==> config.mk <==
export PLATFORM = sky130hd
export DESIGN_NAME = ctt_capture_trigger
export DESIGN_NICKNAME = d
export VERILOG_FILES = /design/src/rtl/ctt_pkg.sv /design/src/rtl/ctt_event_gate.sv /design/src/rtl/ctt_compute.sv /design/src/rtl/ctt_dest_bank.sv /design/src/rtl/ctt_capture_trigger.sv
export SDC_FILE = /design/constraint.sdc
export NUM_CORES = 1
export LEC_CHECK = 0
export BUFFER_PORTS_ARGS = -buffer_cell sky130_fd_sc_hd__buf_2
export CAP_MARGIN = 5
export CORE_ASPECT_RATIO = 0.7
export CORE_MARGIN = 5
export CORE_UTILIZATION = 47
export CTS_BUF_LIST = sky130_fd_sc_hd__clkbuf_4 sky130_fd_sc_hd__clkbuf_8
export DETAILED_ROUTE_END_ITERATION = 10
export PLACE_DENSITY_LB_ADDON = 0.1
export SLEW_MARGIN = 0
export SYNTH_ARGS = -nofsm -noshare
export SYNTH_HDL_FRONTEND = slang
export SYNTH_HIERARCHICAL = 1
export SYNTH_SLANG_ARGS = --single-unit
==> constraint.sdc <==
create_clock -name clk -period 2.2 [get_ports clk]
set_clock_uncertainty 0.05 [all_clocks]
set_input_delay 0.22 -clock clk [delete_from_list [all_inputs] [get_ports clk]]
set_output_delay 0.22 -clock clk [all_outputs]
set_load 0.01 [all_outputs]
==> src/rtl/ctt_pkg.sv <==
package ctt_pkg;
    localparam int DATA_W   = 16;
    localparam int CNT_W    = 5;
    localparam int NUM_DEST = 4;
    localparam int SEL_W    = $clog2(NUM_DEST);
    localparam int FLAT_W   = NUM_DEST * DATA_W;

    typedef logic [DATA_W-1:0] tb_word_t;
    typedef logic [SEL_W-1:0]  dest_t;

    typedef struct packed {
        logic     valid;
        dest_t    dest;
        tb_word_t value;
    } store_req_t;

    // Saturating subtract followed by a logical halving
    function automatic tb_word_t mid_point(input tb_word_t cap, input tb_word_t dt);
        tb_word_t diff;
        diff = (cap > dt) ? (cap - dt) : '0;
        return diff >> 1;
    endfunction
endpackage

==> src/rtl/ctt_event_gate.sv <==
module ctt_event_gate #(
    parameter int CNT_W = ctt_pkg::CNT_W
) (
    input  logic             clk,
    input  logic             rst,
    input  logic             enable,
    input  logic             cap_stb,
    input  logic [CNT_W-1:0] offset,
    input  logic [CNT_W-1:0] postscale,
    output logic             fire
);
    logic [CNT_W-1:0] skip_q;
    logic [CNT_W-1:0] ps_q;
    logic             skipping;
    logic             ps_hit;

    assign skipping = (skip_q != '0);
    assign ps_hit   = (ps_q >= postscale);
    assign fire     = enable & cap_stb & ~skipping & ps_hit;

    // Counters are held at their reload values while disabled, so every
    // rising edge of enable starts from a fresh skip and postscale count.
    always_ff @(posedge clk) begin
        if (rst || !enable) begin
            skip_q <= offset;
            ps_q   <= '0;
        end else if (cap_stb) begin
            if (skipping)
                skip_q <= skip_q - 1'b1;
            else if (ps_hit)
                ps_q <= '0;
            else
                ps_q <= ps_q + 1'b1;
        end
    end

    // a skipped event consumes exactly one count
    a_r7_skip_counts_down: assert property (@(posedge clk) disable iff (rst)
        (enable && cap_stb && skip_q != '0) |=> (!enable || skip_q == $past(skip_q) - 1'b1));

    // a store restarts the postscale count
    a_r6_restart_after_fire: assert property (@(posedge clk) disable iff (rst)
        fire |=> (ps_q == '0));

    // a disabled cycle reloads the skip count
    a_r8_reload_on_idle: assert property (@(posedge clk) disable iff (rst)
        !enable |=> (skip_q == $past(offset)));
endmodule

==> src/rtl/ctt_compute.sv <==
module ctt_compute
    import ctt_pkg::*;
(
    input  logic       clk,
    input  logic       rst,
    input  logic       fire,
    input  logic       cap_stb,
    input  tb_word_t   cap_value,
    input  tb_word_t   dead_time,
    input  dest_t      dest_sel,
    output store_req_t req,
    output tb_word_t   cap_reg
);
    always_ff @(posedge clk) begin
        if (rst) begin
            req     <= '0;
            cap_reg <= '0;
        end else begin
            req.valid <= fire;
            req.dest  <= dest_sel;
            req.value <= mid_point(cap_value, dead_time);
            if (cap_stb)
                cap_reg <= cap_value;
        end
    end

    // the capture register follows every strobe
    a_r10_capture_kept: assert property (@(posedge clk) disable iff (rst)
        cap_stb |=> (cap_reg == $past(cap_value)));

    // halving leaves the top bit clear
    a_r3_half_range: assert property (@(posedge clk) disable iff (rst)
        req.valid |-> !req.value[DATA_W-1]);

    // dead time at or above the capture saturates to zero
    a_r3_saturate: assert property (@(posedge clk) disable iff (rst)
        (fire && dead_time >= cap_value) |=> (req.value == '0));
endmodule

==> src/rtl/ctt_dest_bank.sv <==
module ctt_dest_bank
    import ctt_pkg::*;
(
    input  logic                clk,
    input  logic                rst,
    input  logic                enable,
    input  store_req_t          req,
    output logic [FLAT_W-1:0]   trig_flat,
    output logic [NUM_DEST-1:0] trig_wr
);
    for (genvar i = 0; i < NUM_DEST; i++) begin : g_reg
        tb_word_t reg_q;

        assign trig_wr[i] = req.valid & enable & (req.dest == dest_t'(i));

        always_ff @(posedge clk) begin
            if (rst)
                reg_q <= '0;
            else if (trig_wr[i])
                reg_q <= req.value;
        end

        assign trig_flat[i*DATA_W +: DATA_W] = reg_q;

        // a strobed register holds the pending value afterwards
        a_r4_write_lands: assert property (@(posedge clk) disable iff (rst)
            trig_wr[i] |=> (reg_q == $past(req.value)));
    end
endmodule

==> src/rtl/ctt_capture_trigger.sv <==
module ctt_capture_trigger
    import ctt_pkg::*;
(
    input  logic                clk,
    input  logic                rst,
    input  logic                enable,
    input  logic                cap_stb,
    input  logic [DATA_W-1:0]   cap_value,
    input  logic [DATA_W-1:0]   dead_time,
    input  logic [SEL_W-1:0]    dest_sel,
    input  logic [CNT_W-1:0]    offset,
    input  logic [CNT_W-1:0]    postscale,
    input  logic                cap_rd,
    input  logic                sel_wr,
    output logic [DATA_W-1:0]   cap_reg,
    output logic [FLAT_W-1:0]   trig_flat,
    output logic [NUM_DEST-1:0] trig_wr,
    output logic                status
);
    logic       fire;
    store_req_t req;

    ctt_event_gate #(.CNT_W(CNT_W)) u_gate (
        .clk       (clk),
        .rst       (rst),
        .enable    (enable),
        .cap_stb   (cap_stb),
        .offset    (offset),
        .postscale (postscale),
        .fire      (fire)
    );

    ctt_compute u_compute (
        .clk       (clk),
        .rst       (rst),
        .fire      (fire),
        .cap_stb   (cap_stb),
        .cap_value (cap_value),
        .dead_time (dead_time),
        .dest_sel  (dest_sel),
        .req       (req),
        .cap_reg   (cap_reg)
    );

    ctt_dest_bank u_bank (
        .clk       (clk),
        .rst       (rst),
        .enable    (enable),
        .req       (req),
        .trig_flat (trig_flat),
        .trig_wr   (trig_wr)
    );

    // Set has priority over either clear source
    always_ff @(posedge clk) begin
        if (rst)
            status <= 1'b0;
        else if (|trig_wr)
            status <= 1'b1;
        else if (cap_rd || sel_wr)
            status <= 1'b0;
    end

    // at most one destination written per cycle
    a_r5_onehot_write: assert property (@(posedge clk) disable iff (rst)
        $onehot0(trig_wr));

    // disabled cycles leave the compare registers untouched
    a_r2_disabled_quiet: assert property (@(posedge clk) disable iff (rst)
        !enable |=> $stable(trig_flat));

    // disabled cycles never raise the status flag
    a_r2_no_status: assert property (@(posedge clk) disable iff (rst)
        (!enable && !status) |=> !status);

    // a store sets the flag
    a_r9_status_set: assert property (@(posedge clk) disable iff (rst)
        (|trig_wr) |=> status);

    // a clear without a store drops the flag
    a_r9_status_clear: assert property (@(posedge clk) disable iff (rst)
        ((cap_rd || sel_wr) && !(|trig_wr)) |=> !status);
endmodule

-- Word-level counts from Yosys, hierarchy flattened
Cells that the tools add are included.
- register bits: 110
- input bits: 50
- output and inout port bits: 85
- logic and storage cells: 48
- $add $sub $neg: 3
- $lt $le $gt $ge: 2
- equality and inequality tests: 3
- mux-type cells: 6
- bitwise operators: 10
- reductions and logical operators: 12
- operator list (operator ; count):
    $mux 5 ; 4
    $gt 16x16->1 ; 1
    $sub 16x16->16 ; 1
    $and 1x1->1 ; 8
    $reduce_bool 2->1 ; 3
    $add 5x1->5 const B ; 1
    $ge 5x5->1 ; 1
    $reduce_bool 5->1 ; 1
    $sub 5x1->5 const B ; 1
    $eq 2x2->1 const B ; 2
    $reduce_and 2->1 ; 2
    $reduce_or 4->1 ; 1
    $eq 2x1->1 const B ; 1
    $logic_not 2->1 ; 1
    $logic_or 1x1->1 ; 2
    $mux 1 ; 2
    $not 1->1 ; 2
    $reduce_or 2->1 ; 1
    $logic_not 1->1 ; 1

-- Depth between registers and ports, before layout
- word-level depth: 4
- mapped depth: 10
- gate-level depth less buffers: 9

-- Cells and area by module
The synthesis kept the hierarchy.
- by module, submodules not included (module ; times used ; cells each ; area each (sq um) ; sequential area each (sq um)):
    ctt_dest_bank ; 1 ; 230 ; 2576.2 ; 1281.2
    ctt_compute ; 1 ; 205 ; 1831.8 ; 680.7
    ctt_event_gate ; 1 ; 69 ; 645.6 ; 250.2
    ctt_capture_trigger ; 1 ; 4 ; 40.0 ; 20.0

-- Worst setup path after synthesis
OpenSTA, ideal clock, no wires.
- path kind: input to register
- from: input dead_time[9]
- to: register u_compute/req[13] (netlist name)
- setup time: 0.115 ns
- arrival: 1.761 ns
- data required time: 2.035 ns
- path slack: 0.275 ns
- stages: 9
- buffers on the path: 1
- path through: inv_1 > ha_1 > a211o_1 > a21oi_2 > a21oi_1 > a211o_1 > o21ai_4 > buf_6 > nor2_1
- word-level cells in the longest chain between the ends: 3
- elaborated cells between the ends (all ways): 4
- classes of those cells: 1 x add/sub; 1 x order compare; 1 x bitwise; 1 x reduce/logical
- RTL lines (item ; line ; RTL):
    from (decl) ; ctt_capture_trigger.sv:9 ; input logic [DATA_W-1:0] dead_time,
    $gt 16x16->1 ; ctt_pkg.sv:20 ; diff = (cap > dt) ? (cap - dt) : '0;
    $not 1->1 (no line) ; - ;
    $reduce_or 2->1 (no line) ; - ;
Several ways; a longest one is shown, not always the timed one.
A chain may end at the register's enable or synchronous reset.

-- Final worst setup path
- from: register u_compute/req[16] (netlist name)
- to: output trig_wr[2]
- word-level cells in the longest chain between the ends: 2
- RTL lines (item ; line ; RTL):
    $eq 2x2->1 ; ctt_dest_bank.sv:14 ; assign trig_wr[i] = req.valid & enable & (req.dest == dest_t'(i));
    $and 1x1->1 ; ctt_dest_bank.sv:14 ;
    to (decl) ; ctt_capture_trigger.sv:17 ; output logic [NUM_DEST-1:0] trig_wr,
No other way between the ends.

==> out/metrics.csv <==
metric;value;unit
drt_iter0_drc;142;
postSynthAreaPerCell;10.0;sq um
hp-start;dest_sel[1];
p_leak;3.22;nW
yosysMostFrequentCell;dfxtp_1;
hold_path_class;in2reg;
syn-num-nets;582;
register_area;2230;sq um
nets;722;
cts.path.max_buffers;2;
clock_latency;0.37;ns
critPathKind;reg2out;
htree_levels;3;
grt_pass1_wl;19100;um
setup_violations;0;
fp.dieArea;13100;sq um
worstPathRequired;1.93;ns
power.density;625;nW/um^2
cts_buffers;9;
placed_area;5920;sq um
worstMarginPinSlew;0.631;ns
ir_worst_vdd;0.350;mV
reg2regPathDepth;7;
crit_arrival;1.70;ns
core-area;10500;sq um
synth_seq_cells;109;
maxCapViolCount;0;
clk_pin_slew;0.10;ns
io_pins;135;
rsz0062_at_grt;false;
antenna_found_initial;0;
stdcell_area;6140;sq um
ys_top_cells_by_count;dfxtp_1 (104), nand2b_1 (83), mux2i_1 (81), nor2_1 (35), inv_1 (31);
hold-path-cell-count;2;
timing.rr.start;u_gate/skip_q[0];
chipWidth;134;um
cts_tree;yes;
wl_per_cell;14.7;um
multiInputGateArea;2590;sq um
placed_cells;768;
cp_max_fo;7;
slew_headroom;57.7;%
initial_utilization;48.6;%
path_cells;nand4b_1 -> inv_1 -> buf_2;
crit_path_start_kind;register;
synthArstFlopShare;0;%
yosysTopAreaCellShare;40.9;%
route.vias.total;3923;
cpMaxStageDelayCell;nand4b_1;
clock-sinks;109;
synth_warnings;6;
area_growth;20.6;%
chipHeight;97.1;um
grt_remaining_overflow;0;
cts_resized;0;
port_buffers;134;
post-route-drc-count;0;
hold_viol;0;
final_cells;785;
syn-cell-area;5090;sq um
gp_congestion;0.904;
routed_wl;11500;um
whs_endpoint;u_compute/req[17];
nFillCells;898;
finalCritPeriodShare;89.4;%
regToRegSetupSlack;0.40;ns
synth.distinct_cells;51;
hpwl;8890;um
slew_violations;0;
synthCells;508;
synth.area.top_cells;dfxtp_1 (41%), mux2i_1 (16%), nand2b_1 (10%);
period_minus_slack;1.97;ns
ys.flop_type;dfxtp_1;
antenna_cells;0;
largest_reg_flops;64;
clockRootBuffer;clkbuf_8;
setup_tns;0;ns
timing.rr.end;u_compute/req[18];
routed_via_density;5.00;
cpPeakStageDelay;0.59;ns
antenna_left;0;
yosysTopAreaCell;dfxtp_1;
grt_max_degree;53;
grt_pass1_vias;3975;
rows;31;
grt_use_total;17.7;%
crit_path_end_kind;output port;
status;completed;
seq_area_frac_synth;43.8;%
max_freq;0.509;GHz
first_pass_iters;4;
synth_edf_count;5;
drive_gt1_share;27.0;%
[cells in the final DEF (no fill, tap or decap), drive strengths merged, types with 2 or more instances in the layout]
cell      count
a211o         3
a21o          7
a21oi        12
a31oi         4
and3          4
buf         151
clkbuf        9
clkinv        2
clkinvlp      2
dfxtp       104
edfxtp        5
ha           23
inv          35
mux2i        81
nand2        12
nand2b       83
nand3         7
nand4         3
nand4b        2
nor2         35
nor2b         6
nor3          9
o21a          4
o21ai         9
xnor2         9
xor2         10
[cell families after synthesis]
| logic type | count (synthesis) | synth area share (%) |
|---|---|---|
| AOI/OAI and AO/OA | 50 | 6.93 |
| xor gates and xnor gates | 19 | 3.27 |
| adders and majority gates | 24 | 6.04 |
| buffers and inverters | 56 | 5.38 |
| DFF | 109 | 43.8 |
| muxes | 81 | 15.9 |
| other | 1 | 0.0736 |
| and+or+nand+nor | 168 | 18.6 |
[area by class of cell]
class	instances	area share (%)
well taps	132	2.69
inverters	33	2.10
multi-input cells	343	42.1
clock inverters	7	1.34
flip-flops and latches	109	36.3
clock buffers	9	2.02
repair buffers	152	13.4
[where the power goes]
part           internal [mW]  switching (mW)
clock                  0.543           0.714
combinational          0.240           0.269
sequential              2.04          0.0289
[repair_timing]
action / CTS / global route
setup buffers: 0 / 0
endpoints found under the hold margin: 1 / 0
hold buffers: 1 / 0
[per-layer routing]
| metal | wire length (um) | track usage [%] | vias to the layer above |
|---|---|---|---|
| li1 | - | - | 1987 |
| met1 | 5260 | 22.1 | 1826 |
| met2 | 5510 | 30.6 | 101 |
| met3 | 657 | 5.02 | 9 |
| met4 | 103 | 3.91 | 0 |
| met5 | 0 | 0 | - |
[metrics by stage]
| step | power [mW] | utilization [%] | hold slack, ns | setup slack (ns) |
|---|---|---|---|---|
| 2_1_floorplan | 2.46 | - | 0.239 | 0.275 |
| 3_3_place_gp | 2.62 | 56.6 | 0.405 | 0.105 |
| 3_5_place_dp | 2.62 | 56.6 | 0.408 | 0.0230 |
| 4_1_cts | 3.87 | 58.6 | 0.0163 | 0.183 |
| 5_1_grt | 4.03 | 58.6 | 0.0385 | 0.0988 |
| 6_report | 3.84 | 58.6 | 0.0378 | 0.234 |
[worst max-delay path, delay by kind of cell (launching register included)]
kind	cells	cell delay, ns
buffers and inverters	2	0.40
flip-flops	1	0.34
AND/OR/NAND/NOR	1	0.59
[how the worst max path moves through the flow]
stage / from / slack [ns] / to
CTS: u_compute/req[16] / 0.18 / trig_wr[2]
global route: u_compute/req[16] / 0.1 / trig_wr[2]
global placement: cap_value[6] / 0.11 / u_compute/req[10]
floorplan: dead_time[9] / 0.27 / u_compute/req[13]
finish: u_compute/req[16] / 0.23 / trig_wr[2]
detailed placement: cap_value[6] / 0.02 / u_compute/req[14]
(Power assumes the default switching activity.)
